===== src/rtl/fgen_pkg.sv =====
// Shared constants and types for the frequency generator bank.
// Assumes three generators per 32-bit register and two registers in total.
package fgen_pkg;
    localparam int DATA_W        = 32;
    localparam int NUM_REGS      = 2;
    localparam int GEN_PER_REG   = 3;
    localparam int NUM_GEN       = NUM_REGS * GEN_PER_REG;
    localparam int FIELD_W       = 10;
    localparam int SEL_W         = 2;
    localparam int CODE_W        = FIELD_W - SEL_W;
    localparam int RATIO_W       = CODE_W + 1;
    localparam int SCALE_BIT     = 30;
    localparam int CFG_W         = SCALE_BIT + 1;
    localparam int SRC_COUNT     = 3;

    // Reference tick chosen by a generator; value equals the tick bit index.
    typedef enum logic [1:0] {
        SRC_CPU  = 2'd0,
        SRC_AUX  = 2'd1,
        SRC_AUX2 = 2'd2
    } src_e;

    // Decoded per-generator setting; ratio_m1 is the division ratio minus one.
    typedef struct packed {
        logic                en;
        src_e                src;
        logic [RATIO_W-1:0]  ratio_m1;
    } gen_cfg_t;
endpackage


===== src/rtl/fgen_regs.sv =====
// Configuration register pair with a word-wide read/write port.
// Assumes full-word writes; the copy handed to the generators lags the
// registers by one cycle, and carries only the bits the generators use.
module fgen_regs
    import fgen_pkg::*;
#(
    parameter int REGS   = NUM_REGS,
    parameter int WIDTH  = DATA_W,
    localparam int ADDR_W = (REGS > 1) ? $clog2(REGS) : 1
) (
    input  logic              clk,
    input  logic              rst_n,
    input  logic              wr,
    input  logic [ADDR_W-1:0] addr,
    input  logic [WIDTH-1:0]  wdata,
    output logic [WIDTH-1:0]  rdata,
    output logic [CFG_W-1:0]  cfg_q [REGS]
);
    logic [WIDTH-1:0] regs [REGS];

    // Register file: clear on reset, store the word at the addressed slot.
    always_ff @(posedge clk) begin
        if (!rst_n) begin
            for (int r = 0; r < REGS; r++) regs[r] <= '0;
        end else if (wr) begin
            regs[addr] <= wdata;
        end
    end

    // Pipeline copy toward the generators (one cycle of write latency).
    always_ff @(posedge clk) begin
        if (!rst_n) begin
            for (int r = 0; r < REGS; r++) cfg_q[r] <= '0;
        end else begin
            for (int r = 0; r < REGS; r++) cfg_q[r] <= regs[r][CFG_W-1:0];
        end
    end

    // Read path: addressed register, no wait state.
    assign rdata = regs[addr];

    for (genvar r = 0; r < REGS; r++) begin : g_chk
        a_r2_write_lands: assert property (@(posedge clk) disable iff (!rst_n)
            (wr && addr == ADDR_W'(r)) |=> regs[r] == $past(wdata));
    end
endmodule


===== src/rtl/fgen_field_decode.sv =====
// Turns one 10-bit generator field plus its register's scale bit into a
// decoded setting. EXTENDED picks the layout: 0 legacy, 1 extended.
// Assumes the field is already extracted at its bit position.
module fgen_field_decode
    import fgen_pkg::*;
#(
    parameter bit EXTENDED = 1'b1
) (
    input  logic [FIELD_W-1:0] field,
    input  logic               scale,
    output gen_cfg_t           cfg
);
    logic [SEL_W-1:0]  sel;
    logic [CODE_W-1:0] ncode;
    logic              unit_step;

    assign sel       = field[SEL_W-1:0];
    assign ncode     = field[FIELD_W-1:SEL_W];
    assign unit_step = EXTENDED && scale;

    if (EXTENDED) begin : g_ext
        // Extended decode: code 0 disables, others pick a source.
        always_comb begin
            cfg.en = (sel != '0);
            case (sel)
                2'd1:    cfg.src = SRC_AUX2;
                2'd2:    cfg.src = SRC_CPU;
                2'd3:    cfg.src = SRC_AUX;
                default: cfg.src = SRC_CPU;
            endcase
            cfg.ratio_m1 = unit_step ? {1'b0, ncode} : {ncode, 1'b1};
        end
    end else begin : g_leg
        // Legacy decode: separate enable bit and one-bit source select.
        always_comb begin
            cfg.en       = sel[1];
            cfg.src      = sel[0] ? SRC_AUX : SRC_CPU;
            cfg.ratio_m1 = unit_step ? {1'b0, ncode} : {ncode, 1'b1};
        end
    end
endmodule


===== src/rtl/fgen_divider.sv =====
// One generator: counts ticks of the chosen source and strobes when the
// count reaches ratio-1. Ratio and source are shadowed and reloaded only
// at terminal count (or while idle), so a running period is never cut.
// Assumes ticks are one-cycle enables in the clk domain.
module fgen_divider
    import fgen_pkg::*;
(
    input  logic                 clk,
    input  logic                 rst_n,
    input  gen_cfg_t             cfg,
    input  logic [SRC_COUNT-1:0] ticks,
    output logic                 strobe,
    output logic                 toggle
);
    logic               run;
    src_e               act_src;
    logic [RATIO_W-1:0] act_m1;
    logic [RATIO_W-1:0] cnt;
    src_e               use_src;
    logic [RATIO_W-1:0] use_m1;
    logic               sel_tick;
    logic               term;

    // Setting in force: shadow while running, live setting on the first cycle.
    assign use_src = run ? act_src : cfg.src;
    assign use_m1  = run ? act_m1  : cfg.ratio_m1;

    // Source mux over the reference ticks.
    always_comb begin
        case (use_src)
            SRC_CPU:  sel_tick = ticks[0];
            SRC_AUX:  sel_tick = ticks[1];
            SRC_AUX2: sel_tick = ticks[2];
            default:  sel_tick = 1'b0;
        endcase
    end

    assign term = sel_tick && (cnt == use_m1);

    // Counter, shadow reload, strobe and toggle generation.
    always_ff @(posedge clk) begin
        if (!rst_n || !cfg.en) begin
            run     <= 1'b0;
            cnt     <= '0;
            strobe  <= 1'b0;
            toggle  <= 1'b0;
            act_src <= SRC_CPU;
            act_m1  <= '0;
        end else begin
            run    <= 1'b1;
            strobe <= term;
            if (!run || term) begin
                act_src <= cfg.src;
                act_m1  <= cfg.ratio_m1;
            end
            if (term) begin
                cnt    <= '0;
                toggle <= ~toggle;
            end else if (sel_tick) begin
                cnt <= cnt + 1'b1;
            end
        end
    end

    a_r8_off_quiet: assert property (@(posedge clk) disable iff (!rst_n)
        !cfg.en |=> (!strobe && !toggle && cnt == '0));
    a_r9_count_bounded: assert property (@(posedge clk) disable iff (!rst_n)
        run |-> (cnt <= act_m1));
    a_r7_strobe_needs_tick: assert property (@(posedge clk) disable iff (!rst_n)
        strobe |-> $past(|ticks));
    a_r10_toggle_only_on_strobe: assert property (@(posedge clk) disable iff (!rst_n)
        ($past(cfg.en) && !strobe) |-> $stable(toggle));
endmodule


===== src/rtl/fgen_bank.sv =====
// Top of the frequency generator bank: register pair, per-generator field
// decode and dividers. EXTENDED selects the field layout at build time.
// Assumes all inputs are synchronous to clk.
module fgen_bank
    import fgen_pkg::*;
#(
    parameter bit EXTENDED = 1'b1
) (
    input  logic              clk,
    input  logic              rst_n,
    input  logic              bus_wr,
    input  logic              bus_addr,
    input  logic [31:0]       bus_wdata,
    output logic [31:0]       bus_rdata,
    input  logic              tick_cpu,
    input  logic              tick_aux,
    input  logic              tick_aux2,
    output logic [5:0]        gen_strobe,
    output logic [5:0]        gen_toggle
);
    logic [CFG_W-1:0]     cfg_q [NUM_REGS];
    logic [SRC_COUNT-1:0] ticks;

    assign ticks = {tick_aux2, tick_aux, tick_cpu};

    fgen_regs #(.REGS(NUM_REGS), .WIDTH(DATA_W)) u_regs (
        .clk   (clk),
        .rst_n (rst_n),
        .wr    (bus_wr),
        .addr  (bus_addr),
        .wdata (bus_wdata),
        .rdata (bus_rdata),
        .cfg_q (cfg_q)
    );

    for (genvar g = 0; g < NUM_GEN; g++) begin : g_gen
        localparam int REG_IDX = g / GEN_PER_REG;
        localparam int LSB     = FIELD_W * (g % GEN_PER_REG);
        gen_cfg_t cfg;

        fgen_field_decode #(.EXTENDED(EXTENDED)) u_dec (
            .field (cfg_q[REG_IDX][LSB +: FIELD_W]),
            .scale (cfg_q[REG_IDX][SCALE_BIT]),
            .cfg   (cfg)
        );

        fgen_divider u_div (
            .clk    (clk),
            .rst_n  (rst_n),
            .cfg    (cfg),
            .ticks  (ticks),
            .strobe (gen_strobe[g]),
            .toggle (gen_toggle[g])
        );
    end
endmodule


===== config.mk =====
export PLATFORM = sky130hd
export DESIGN_NAME = fgen_bank
export DESIGN_NICKNAME = d
export VERILOG_FILES = /design/src/rtl/fgen_pkg.sv /design/src/rtl/fgen_regs.sv /design/src/rtl/fgen_field_decode.sv /design/src/rtl/fgen_divider.sv /design/src/rtl/fgen_bank.sv
export SDC_FILE = /design/constraint.sdc
export NUM_CORES = 1
export LEC_CHECK = 0
export ABC_CLOCK_PERIOD_IN_PS = 5000
export CAP_MARGIN = 15
export CELL_PAD_IN_SITES_DETAIL_PLACEMENT = 2
export CELL_PAD_IN_SITES_GLOBAL_PLACEMENT = 2
export CORE_MARGIN = 1
export CORE_UTILIZATION = 42
export DETAILED_ROUTE_END_ITERATION = 12
export GPL_ROUTABILITY_DRIVEN = 0
export HOLD_SLACK_MARGIN = 0.1
export PLACE_DENSITY = 0.95
export SLEW_MARGIN = 0
export SYNTH_ARGS = -nofsm -noshare
export SYNTH_HDL_FRONTEND = slang
export SYNTH_HIERARCHICAL = 1
export SYNTH_SLANG_ARGS = --single-unit
export TNS_END_PERCENT = 50

===== constraint.sdc =====
create_clock -name clk -period 5 [get_ports clk]
set_clock_uncertainty 0.05 [all_clocks]
set_input_delay 1.25 -clock clk [delete_from_list [all_inputs] [get_ports clk]]
set_output_delay 1.25 -clock clk [all_outputs]
set_load 0.01 [all_outputs]

Word-level counts from Yosys, hierarchy flattened
Memories as Yosys holds them, arrays and structs flattened. A register that Yosys moved wholly into a read port is not among the register bits.
Cells that the tools add are included.
{ "word_totals": {"register_bits": 138, "ram_bits": 64, "input_bits": 39, "out_inout_bits": 44, "wordCells": 174, "mem_count": 1} }
{ "op_classes": {"add_sub_neg": 6, "eq_ne": 30, "mux": 43, "bitwise_logic": 6, "n_reduce_logical": 52} }
{ "memory_table": {"columns": ["name", "words", "width", "read_ports", "rd_ports_with_merged_regs", "write_ports", "line", "source"], "rows": [
  ["u_regs.regs", 2, 32, 3, 2, 2, "fgen_regs.sv:19", "logic [WIDTH-1:0] regs [REGS];"]
]} }
{ "ops": {"columns": ["cell", "count"], "rows": [
  ["$mux W9", 12],
  ["$add A9 B1 Y9 const B", 6],
  ["$eq A9 B9 Y1", 6],
  ["$mux W32", 1],
  ["$reduce_or A32 Y1", 1],
  ["$eq A2 B1 Y1 const B", 12],
  ["$eq A2 B2 Y1 const B", 12],
  ["$pmux W2 S2", 6],
  ["$pmux W1 S3", 6],
  ["$logic_not A1 Y1", 15],
  ["$logic_not A2 Y1", 6],
  ["$logic_or A1 B1 Y1", 12],
  ["$mux W1", 12],
  ["$mux W2", 6],
  ["$reduce_bool A2 Y1", 6],
  ["$reduce_or A2 Y1", 6],
  ["$logic_and A1 B1 Y1", 6],
  ["$not A1 Y1", 6]
]} }

Logic depth before layout (Yosys ltp)
Gate-level depths: netlist of run 1.
{ "logic_depth": {"depth_word": 7, "mapped_depth": 9, "depth_no_buf": 7} }

By module
Netlist of run 1, hierarchy kept.
{ "modules_own_cells": {"columns": ["mod", "instances", "cells_per_inst", "area_per_inst_um2", "seq_area_each_um2"], "rows": [
  ["fgen_divider", 6, 121, 1168.6, 460.4],
  ["fgen_regs", 1, 341, 4455.5, 3163.0],
  ["fgen_field_decode", 6, 13, 147.6, 0.0]
]} }

Worst setup path before layout of run 1
OpenSTA, ideal clock, no wires.
{ "synth_timing": {"path_kind": "input -> output", "from": "in bus_addr", "to": "out bus_rdata[15]", "arrival_time_ps": 1874, "t_required_ps": 3700, "setup_slack_ps": 1826, "stages": 3, "path_buffers": 2, "path_cell_list": "buf_6 > buf_4 > mux2_2"} }
{ "synth_between": {"elab_chain_len": 1} }
{ "synth_rtl": {"columns": ["element", "line", "source"], "rows": [
  ["start: declaration", "fgen_bank.sv:12", "input logic bus_addr,"],
  ["$mem_v2 Z2 W32", null, null],
  ["end: declaration", "fgen_bank.sv:14", "output logic [31:0] bus_rdata,"]
]} }
No other way between the ends.

Worst setup path after layout of run 1
{ "layout_timing": {"from": "in bus_addr", "to": "out bus_rdata[4]"} }
Same word-level chain as after synthesis.

==> results of run 1 <==
-- flip-flops by register name (all words and copies together), names as in the netlist --
signal and flops:
g_gen.u_div/act_m1 54, g_gen.u_div/act_src 12, g_gen.u_div/cnt 54, g_gen.u_div/run 6
g_gen.u_div/strobe 6, g_gen.u_div/toggle 6, u_regs/cfg_q 62, u_regs/regs 64
-- stage by stage --
| stage | area, µm² | setup WS (ps) |
|---|---|---|
| 2_1_floorplan | 12400 | 1830 |
| 3_3_place_gp | 13300 | 785 |
| 3_5_place_dp | 13300 | 722 |
| 4_1_cts | 14200 | 713 |
| 5_1_grt | 14200 | 673 |
| 6_report | 14200 | 729 |
-- layer usage --
metal,wire length [µm],share of wire [%],track usage [%]
met1,14300,39,26.4
met2,19900,54,48.2
met3,1610,4.4,4.71
met4,1070,2.9,7.45
met5,13,0.035,0
-- cell families after synthesis --
kind of cell | share of synthesized area (%)
mux | 18.7
flops | 48.0
simple gates | 18.9
buf+inv | 4.37
compound gates | 1.76
xor+xnor | 7.66
fa+ha+maj | 0.608
-- report_power, final --
| group | internal [W] | total, W | switching (W) |
|---|---|---|---|
| Sequential | 0.00229 | 0.00238 | 0.0000951 |
| Combinational | 0.000309 | 0.000656 | 0.000347 |
| Clock | 0.00126 | 0.00215 | 0.000894 |
| Total | 0.00386 | 0.00519 | 0.00134 |
-- how the worst min path moves through the flow --
stage / from / endpoint / depth (start not counted)
2_1_floorplan: u_regs/regs[1][0] / u_regs/cfg_q[0] / 1
3_3_place_gp: u_regs/regs[1][17] / u_regs/cfg_q[17] / 1
3_5_place_dp: u_regs/regs[1][5] / u_regs/cfg_q[5] / 1
4_1_cts: u_regs/regs[1][30] / u_regs/cfg_q[30] / 1
5_1_grt: u_regs/regs[0][30] / u_regs/cfg_q[61] / 1
6_report: u_regs/regs[1][30] / u_regs/cfg_q[30] / 1
-- area by class of cell --
| class | count | area (µm²) | area share [%] |
|---|---|---|---|
| inverters | 12 | 45.0 | 0.317 |
| diodes | 1 | 2.50 | 0.0176 |
| multi-input cells | 812 | 5890 | 41.4 |
| flip-flops and latches | 264 | 5930 | 41.7 |
| repair buffers | 96 | 916 | 6.44 |
| well taps | 384 | 480 | 3.38 |
| clock inverters | 10 | 76.3 | 0.537 |
| clock buffers | 46 | 882 | 6.20 |
-- layout by cell type, fill, tap and decap left out, types with 2 or more instances in the layout --
master / Yosys / final
ha_1: 6 / 6
clkinv_1: 0 / 4
nor3b_1: 6 / 6
clkinv_2: 0 / 3
nor2b_1: 12 / 12
nor2_1: 219 / 219
clkbuf_1: 10 / 10
buf_2: 4 / 2
and3_1: 12 / 12
nand4_1: 30 / 30
mux2i_1: 132 / 132
o32a_1: 6 / 6
buf_4: 11 / 14
mux2_4: 42 / 42
nor4_2: 6 / 6
and3b_1: 6 / 6
clkbuf_8: 0 / 5
and2_1: 86 / 86
xor2_1: 48 / 48
o21ai_0: 6 / 6
edfxtp_1: 64 / 64
nor3_2: 6 / 6
clkbuf_16: 0 / 31
inv_1: 12 / 12
nand2_1: 47 / 47
nand2b_1: 12 / 12
clkdlybuf4s50_1: 0 / 80
xnor2_1: 60 / 60
dfxtp_1: 200 / 200
or2_2: 6 / 6
mux2_2: 32 / 32
a41oi_2: 6 / 6
nand2_2: 6 / 6
o21ai_1: 6 / 6
nand3_1: 12 / 12
==> results.tsv, run 1 <==
stage	metric	value	unit
setup_path	reg2reg_to	g_gen[3].u_div/act_m1[7]	
sta	timing.final.crit_share	85.4	%
final_layout	final_cell_count_no_fill	1625	
final_layout	drive_above_1_share	13.2	%
yosys	ys_seq_elements	264	
clocking	cts.sinks	264	
setup_path	crit_end	bus_rdata[4]	
sta	setup-tns-final	0	ps
setup_path	worstSetupStartpointType	primary input	
yosys	ys_types	34	
routing	dr_total_vias	8607	
setup_path	worstPathCellList	buf_2 -> buf_4 -> mux2_2 -> clkdlybuf4s50_1	
yosys	ys_warn_count	6	
global_routing	gr-total-overflow	0	
setup_path	ff2ff_setup_slack	1570	ps
flow_run	drv_cap	0	
die	rows	62	
setup_path	worstSetupEndpointType	output port	
global_routing	grt_max_degree	51	
sta	hold_viol_final	0	
sta	layout_min_cycle_time	4270	ps
setup_path	cp.arrival	2970	ps
routing	drc_errors	0	
clocking	post_cts_resized	0	
placed_design	numPortBuffers	82	
yosys	synth-edff-count	64	
yosys	synth_top_cell_by_area	dfxtp_1	
die	die-area	0.0301	mm²
setup_path	critPathBufInv	3	
setup_path	critPathLaunch	bus_addr	
worst_hold_path	hold_class	flop to flop	
clocking	insertion_delay	560	ps
yosys	synthTopCellsByCount	nor2_1 (219), dfxtp_1 (200), mux2i_1 (132)	
die	fp.coreArea	0.0289	mm²
yosys	async_flop_share	0	%
routing	vias_per_cell	5.30	
clocking	cts-root-buf	clkbuf_16	
power_and_ir_drop	power.density	365	mW/mm²
die	boundaryPins	83	
routing	wl	36.9	mm
routing	ant_nets	0	
power_and_ir_drop	power	0.00519	W
setup_path	crit_slowest_cell	clkdlybuf4s50_1	
sta	slew_headroom	35.0	%
setup_path	required	3700	ps
sta	holdWs	433	ps
global_routing	grt_pass1_wl	57.5	mm
yosys	synth.area.top_cells	dfxtp_1 (32%), edfxtp_1 (16%), mux2i_1 (11%)	
routing	wire_per_inst	22.7	µm
yosys	synthFlopType	dfxtp_1	
setup_path	ff2ff_path_depth	8	
setup_path	cp.depth	4	
sta	fmax	234	MHz
yosys	seq_area_frac_synth	48.0	%
power_and_ir_drop	cellLeakagePower	5.26	nW
setup_path	crit_family	buffers and inverters	
setup_path	crit_fanout	23	
die	die_x	174	µm
clocking	clkTransAtPathRegs	60	ps
clocking	hold_buffers	0	
yosys	synth.most_common_cell	nor2_1	
placed_design	place_hpwl	25.3	mm
run_status	status	completed	
die	die_h	174	µm
sta	rsz0062_at_grt	no	
clocking	post_cts_buffers	0	
setup_path	cp_slowest_stage_delay	500	ps
global_routing	grt_util_all_layers	24.7	%
routing	first_pass_iters	4	
clocking	numCtsBuffers	30	
routing	drt_first_iter_violations	405	
sta	drv_slew	0	
clocking	ctsHtreeMaxLevel	1	
setup_path	reg2reg_from	u_regs/cfg_q[30]	
setup_path	worstSetupPathType	primary input to output port	
placed_design	dpl.cell_count	1568	
power_and_ir_drop	ir_drop	0.000329	V
clocking	cts_buffer_depth	3	
die	start_util	42.8	%
yosys	netlist.area_leader.share	32.4	%
yosys	netlist_area	0.0124	mm²
final_layout	areaGrowthSynthToFinish	15.1	%
yosys	synth.avg_cell_area	10.8	µm²
yosys	syn_inst	1145	
global_routing	grt_pass1_vias	9935	
clocking	cts_tree	done	
final_layout	post-route-util	49.3	%
final_layout	nets	1261	
final_layout	fillCellCount	2893	
yosys	syn_nets	1190	
global_routing	antenna_found_initial	3	
sta	setup_viol	0	
sta	tightest_slew	975	ps
Power figures use the tool's default switching activity.
==> run 2: changes to the inputs <==
--- a/config.mk
+++ b/config.mk
@@ -18,6 +18,5 @@
 export SLEW_MARGIN = 0
 export SYNTH_ARGS = -nofsm -noshare
 export SYNTH_HDL_FRONTEND = slang
-export SYNTH_HIERARCHICAL = 1
 export SYNTH_SLANG_ARGS = --single-unit
 export TNS_END_PERCENT = 50
==> run 2 against run 1 <==
Setup slack worse by 22 ps. Die area is 2.9% higher. Hold slack better by 1.5 ps. Synthesized area is 2.9% higher. Via count is 27% higher.
==> results.tsv, run 2 <==
stage	metric	value	unit	change
sta	fmax	233	MHz	-0.51%
final_layout	reg.largest.list	u_regs.regs: 64 flops, u_regs.cfg_q: 62 flops		
clocking	cts_buffer_depth	3		unchanged
power_and_ir_drop	cellLeakagePower	5.24	nW	-0.41%
yosys	ys_warn_count	0		-6
sta	slew_headroom	23.8	%	-11 points
final_layout	drive_above_1_share	10.8	%	-2.4 points
sta	drv_slew	0		unchanged
global_routing	grt_pass1_wl	79.9	mm	+39%
die	boundaryPins	83		unchanged
worst_hold_path	hold_class	flop to flop		
yosys	syn_nets	1296		+8.9%
final_layout	areaGrowthSynthToFinish	15.8	%	
yosys	seq_area_frac_synth	46.6	%	-1.4 points
yosys	synth.avg_cell_area	10.2	µm²	-5.8%
power_and_ir_drop	power.density	370	mW/mm²	+1.4%
global_routing	grt_util_all_layers	34.2	%	+9.6 points
setup_path	worstSetupPathType	primary input to output port		
die	start_util	42.8	%	about the same
routing	dr_total_vias	10900		+27%
final_layout	largest_reg_flops	64		unchanged
yosys	syn_inst	1251		+9.3%
setup_path	ff2ff_setup_slack	1120	ps	-450 ps
run_status	status	completed		
routing	wl	52.3	mm	+42%
global_routing	grt_max_degree	49		-3.9%
setup_path	crit_fanout	35		+52%
sta	worst_slack	708	ps	-21.7 ps
routing	drc_errors	0		unchanged
die	rows	63		+1.6%
die	die-area	0.0310	mm²	+2.9%
clocking	post_cts_buffers	0		unchanged
global_routing	antenna_found_initial	2		-1
placed_design	numPortBuffers	82		unchanged
routing	wire_per_inst	30.5	µm	+34%
clocking	hold_buffers	0		unchanged
routing	ant_nets	0		unchanged
routing	vias_per_cell	6.34		+20%
clocking	cts-root-buf	clkbuf_16		
routing	drt_first_iter_violations	820		+100%
global_routing	gr-total-overflow	0		unchanged
yosys	ys_seq_elements	264		unchanged
flow_run	drv_cap	0		unchanged
worst_hold_path	hold_depth	2		+1
routing	first_pass_iters	5		+1
yosys	ys_types	73		+110%
setup_path	reg2reg_to	g_gen[4].u_div.cnt[2]		
die	die_h	176	µm	+1.4%
clocking	insertion_delay	580	ps	+20 ps
placed_design	place_hpwl	32.3	mm	+28%
yosys	synthTopCellsByCount	dfxtp_1 (200), and2_1 (146), mux2i_1 (71)		
die	fp.coreArea	0.0297	mm²	+3.0%
setup_path	worstSetupEndpointType	output port		
power_and_ir_drop	ir_drop	0.000315	V	-4.3%
setup_path	cp.arrival	2990	ps	+20 ps
yosys	synth-edff-count	64		unchanged
yosys	async_flop_share	0	%	unchanged
sta	setup-tns-final	0	ps	unchanged
yosys	synth_top_cell_by_area	dfxtp_1		
yosys	netlist.area_leader.share	31.5	%	-0.92 points
clocking	post_cts_resized	0		unchanged
placed_design	place_worst_setup_slack	654	ps	-67.6 ps
sta	layout_min_cycle_time	4290	ps	+21.7 ps
clocking	clkTransAtPathRegs	60	ps	about the same
clocking	cts_tree	done		
final_layout	nets	1346		+6.7%
setup_path	worstSetupStartpointType	primary input		
yosys	netlist_area	0.0127	mm²	+2.9%
sta	timing.final.crit_share	85.8	%	+0.43 points
final_layout	final_cell_mix	dfxtp_1 (199), and2_1 (146), clkdlybuf4s50_1 (80)		
setup_path	reg2reg_from	u_regs.cfg_q[30]		
yosys	synth.area.top_cells	dfxtp_1 (31%), edfxtp_1 (15%), and2_1 (7.2%)		
setup_path	ff2ff_path_depth	7		-1
sta	rsz0062_at_grt	no		
final_layout	layout_commonest_cell	dfxtp_1		
worst_hold_path	hp-start	g_gen[1].u_div.act_src[0]		
sta	hold_viol_final	0		unchanged
clocking	numCtsBuffers	30		unchanged
yosys	synthFlopType	dfxtp_1		
yosys	synth.most_common_cell	dfxtp_1		
die	die_x	176	µm	+1.4%
clocking	ctsHtreeMaxLevel	1		unchanged
sta	setup_viol	0		unchanged
setup_path	required	3700	ps	about the same
worst_hold_path	min_to	g_gen[1].u_div.act_src[0]		
clocking	cts.sinks	264		unchanged
sta	tightest_slew	1130	ps	+158 ps
final_layout	max_flop_register	u_regs.regs		
global_routing	grt_pass1_vias	12200		+22%
[run 2: changes by cell type after synthesis, moves of 20 or more]
cell / change
nor2_1: -161
mux2i_1: -61
and2_1: +60
a211oi_1: +45
mux2_4: -42
a311oi_1: +40
clkbuf_1: +33
a21oi_1: +28
buf_6: -28
xnor2_1: -27
nor2b_1: +23
nand2_1: +22
nand3_1: +20
[run 2: how the worst max path moves through the flow]
| stage | slack, ps | start | to | cells after the start |
|---|---|---|---|---|
| 2_1_floorplan | 490 | bus_addr | u_regs.regs[0][0] | 3 |
| 3_3_place_gp | 800 | bus_addr | bus_rdata[15] | 3 |
| 3_5_place_dp | 650 | tick_aux | g_gen[5].u_div.cnt[3] | 8 |
| 4_1_cts | 700 | bus_addr | bus_rdata[8] | 3 |
| 5_1_grt | 660 | bus_addr | bus_rdata[8] | 3 |
| 6_report | 710 | bus_addr | bus_rdata[8] | 3 |
[run 2: metal layers]
metal	vias up	track usage, %	part of all wire [%]
met5	-	0	0
met4	0	19.7	5.9
met3	192	5.02	4.6
met2	499	61.2	51
met1	5582	38.8	39
li1	4617	-	-
[run 2: kinds of logic after synthesis]
family | synth area share [%]
AOI/OAI and AO/OA | 12.8
and+or+nand+nor | 21.4
muxes | 9.51
xor gates and xnor gates | 5.17
DFF | 46.6
adders and majority gates | 0.591
buffers and inverters | 3.91
[run 2: per-stage QoR]
stage,utilization [%],hold WS [ps],instance area [µm²],power (W),cells
floorplan,-,383,12700,0.00287,1251
global placement,46.3,393,13800,0.00311,1659
detailed placement,46.3,420,13800,0.00319,1659
CTS,49.5,437,14700,0.00544,1715
global route,49.5,452,14700,0.00557,1716
finish,49.5,435,14700,0.00545,1718
[run 2: final cells by class]
cell class / count / area [µm²]
fillers: 2975 / 15000
multi-input cells: 880 / 6310
flip-flops and latches: 264 / 5930
repair buffers: 99 / 951
clock buffers: 36 / 815
well taps: 390 / 488
clock inverters: 20 / 130
inverters: 26 / 97.6
diodes: 3 / 7.51
[run 2: critical path: stages]
cell	delay (ps)
buf_2	760
mux2_2	450
clkdlybuf4s50_1	520
[run 2: power by group]
group	leakage [nW]	switching [W]	total (W)	internal (W)
registers	2.26	0.000136	0.00243	0.00230
clock network	0.473	0.00102	0.00224	0.00121
logic	2.50	0.000485	0.000783	0.000298
==> run 3: changes to the inputs <==
--- a/config.mk
+++ b/config.mk
@@ -9,6 +9,7 @@
 export CAP_MARGIN = 15
 export CELL_PAD_IN_SITES_DETAIL_PLACEMENT = 2
 export CELL_PAD_IN_SITES_GLOBAL_PLACEMENT = 2
+export CORE_ASPECT_RATIO = 1.2
 export CORE_MARGIN = 1
 export CORE_UTILIZATION = 42
 export DETAILED_ROUTE_END_ITERATION = 12
==> run 3 against run 2 <==
Global-route usage decreased by 1.1 points. Clock power decreased by 9.4%. Sequential share of layout area increased by 0.21 points. Sequential power about the same. Die area about the same. Combinational power decreased by 1%. Largest cell class unchanged. Highest routed layer unchanged.
==> results.tsv, run 3 (synthesis results as in run 2) <==
stage	metric	value	unit	change
global_routing	grt_pass1_vias	11900		-2.4%
run_status	status	completed		
power_and_ir_drop	ir_drop	0.000285	V	-9.5%
power_and_ir_drop	power_switching_share	29.9	%	-0.30 points
clocking	post_cts_buffers	0		unchanged
clocking	insertion_delay	570	ps	about the same
worst_hold_path	hold_class	flop to flop		
clocking	hold_buffers	0		unchanged
clocking	clkTransAtPathRegs	70	ps	about the same
sta	layout_min_cycle_time	4220	ps	-73.0 ps
final_layout	largest_reg_flops	64		unchanged
routing	ant_nets	0		unchanged
setup_path	worstSetupStartpointType	primary input		
clocking	cts_buffer_depth	3		unchanged
final_layout	drive_above_1_share	10.2	%	-0.63 points
routing	first_pass_iters	5		unchanged
sta	drv_slew	0		unchanged
sta	holdWs	437	ps	+2.20 ps
placed_design	dpl.cell_count	1658		-0.060%
final_layout	areaGrowthSynthToFinish	15.2	%	
sta	slew_headroom	21.4	%	-2.4 points
placed_design	place_hpwl	32.5	mm	+0.62%
global_routing	antenna_found_initial	6		+4
sta	timing.final.crit_share	84.4	%	-1.5 points
die	fp.coreArea	0.0297	mm²	about the same
die	die-area	0.0310	mm²	about the same
final_layout	final_cell_count_no_fill	1715		-0.17%
final_layout	final_area	0.0146	mm²	-0.52%
die	die_x	161	µm	-8.6%
setup_path	critPathBufInv	2		unchanged
final_layout	max_flop_register	u_regs.regs		
global_routing	grt_util_all_layers	33.1	%	-1.1 points
clocking	ctsHtreeMaxLevel	1		unchanged
final_layout	nets	1343		-0.22%
sta	tightest_slew	1180	ps	+44.2 ps
final_layout	reg.largest.list	u_regs.regs: 64 flops, u_regs.cfg_q: 62 flops		
sta	setup_viol	0		unchanged
final_layout	final_cell_mix	dfxtp_1 (199), and2_1 (146), clkdlybuf4s50_1 (80)		
setup_path	crit_fanout	35		unchanged
clocking	cts-root-buf	clkbuf_16		
routing	drc_errors	0		unchanged
global_routing	grt_pass1_wl	77.1	mm	-3.4%
power_and_ir_drop	power	0.00524	W	-3.9%
routing	drt_first_iter_violations	626		-24%
setup_path	worstSetupPathType	primary input to output port		
routing	wl	51.1	mm	-2.4%
clocking	cts_tree	done		
clocking	numCtsBuffers	27		-10%
clocking	cts.sinks	264		unchanged
setup_path	worstSetupEndpointType	output port		
placed_design	numPortBuffers	82		unchanged
routing	vias_per_cell	6.21		-2.0%
power_and_ir_drop	internal-power	0.00367	W	-3.5%
power_and_ir_drop	pwr-share-clk	38.8	%	-2.2 points
flow_run	drv_cap	0		unchanged
setup_path	crit_slowest_cell	buf_2		
sta	fmax	237	MHz	+1.7%
setup_path	cp_slowest_stage_delay	700	ps	-60 ps
routing	wire_per_inst	29.8	µm	-2.2%
power_and_ir_drop	cellLeakagePower	5.18	nW	-1.0%
power_and_ir_drop	power_frac_seq	46.5	%	+1.9 points
routing	dr_total_vias	10700		-2.2%
die	rows	69		+9.5%
sta	setup-tns-final	0	ps	unchanged
sta	hold_viol_final	0		unchanged
global_routing	grt_max_degree	39		-20%
power_and_ir_drop	switchingPower	0.00157	W	-4.9%
die	boundaryPins	83		unchanged
power_and_ir_drop	p_comb_share	14.8	%	+0.4 points
clocking	post_cts_resized	0		unchanged
global_routing	gr-total-overflow	0		unchanged
die	start_util	42.8	%	about the same
final_layout	fillCellCount	2974		-0.034%
power_and_ir_drop	power.density	358	mW/mm²	-3.4%
setup_path	worstPathCellList	buf_2 -> mux2_2 -> clkdlybuf4s50_1		
sta	rsz0062_at_grt	no		
setup_path	required	3700	ps	about the same
die	die_h	193	µm	+9.4%
setup_path	cp.arrival	2920	ps	-70 ps
placed_design	place_area	0.0138	mm²	about the same
final_layout	layout_commonest_cell	dfxtp_1		
setup_path	crit_family	buffers and inverters		
==> run 3: cell types whose count changed in the layout (fill, tap and decap cells not counted), moves of 2 or more <==
cell,delta
clkbuf_1,+3
diode_2,+3
clkbuf_16,-2
clkinv_2,-5
==> run 3: final timing paths <==
path,endpoint,slack [ps],cells past startpoint,from
hold / removal,g_gen[2].u_div.toggle,440,2,g_gen[2].u_div.toggle
setup / recovery,bus_rdata[11],780,3,bus_addr
hold reg to reg,g_gen[2].u_div.toggle,440,2,g_gen[2].u_div.toggle
setup reg to reg,g_gen[4].u_div.act_m1[3],800,7,u_regs.cfg_q[30]
==> run 3: per-layer routing <==
metal / up-vias / wire length [µm] / track usage (%)
met5: - / 0 / 0
met4: 0 / 3050 / 19.5
met3: 186 / 2350 / 4.90
met2: 437 / 26900 / 62.1
met1: 5421 / 18800 / 35.2
li1: 4609 / - / -
==> run 3: per-stage QoR <==
stage | utilization, % | setup slack, ps
after floorplan | - | 495
after global placement | 46.3 | 882
after detailed placement | 46.3 | 741
after CTS | 49.2 | 755
after global routing | 49.3 | 735
final | 49.3 | 781
==> run 3: power groups by stage <==
stage	Sequential, W	Combinational, W	Clock (W)
2_1_floorplan	0.00239	0.000488	0
3_3_place_gp	0.00245	0.000657	0
3_5_place_dp	0.00247	0.000719	0
4_1_cts	0.00243	0.000758	0.00205
5_1_grt	0.00244	0.000808	0.00212
6_report	0.00244	0.000773	0.00203
==> run 3: final cells by class <==
| cell class | count | area, µm² | area share, % |
|---|---|---|---|
| multi-input cells | 880 | 6300 | 43.0 |
| flip-flops and latches | 264 | 5930 | 40.5 |
| repair buffers | 99 | 971 | 6.63 |
| clock buffers | 36 | 762 | 5.20 |
| well taps | 390 | 488 | 3.33 |
| inverters | 26 | 97.6 | 0.666 |
| clock inverters | 14 | 81.3 | 0.555 |
| diodes | 6 | 15.0 | 0.103 |
==> run 3: worst min-delay path: stages, from the launching register on <==
cell and delay [ps]:
dfxtp_1 320, o31ai_1 70, a21oi_1 50
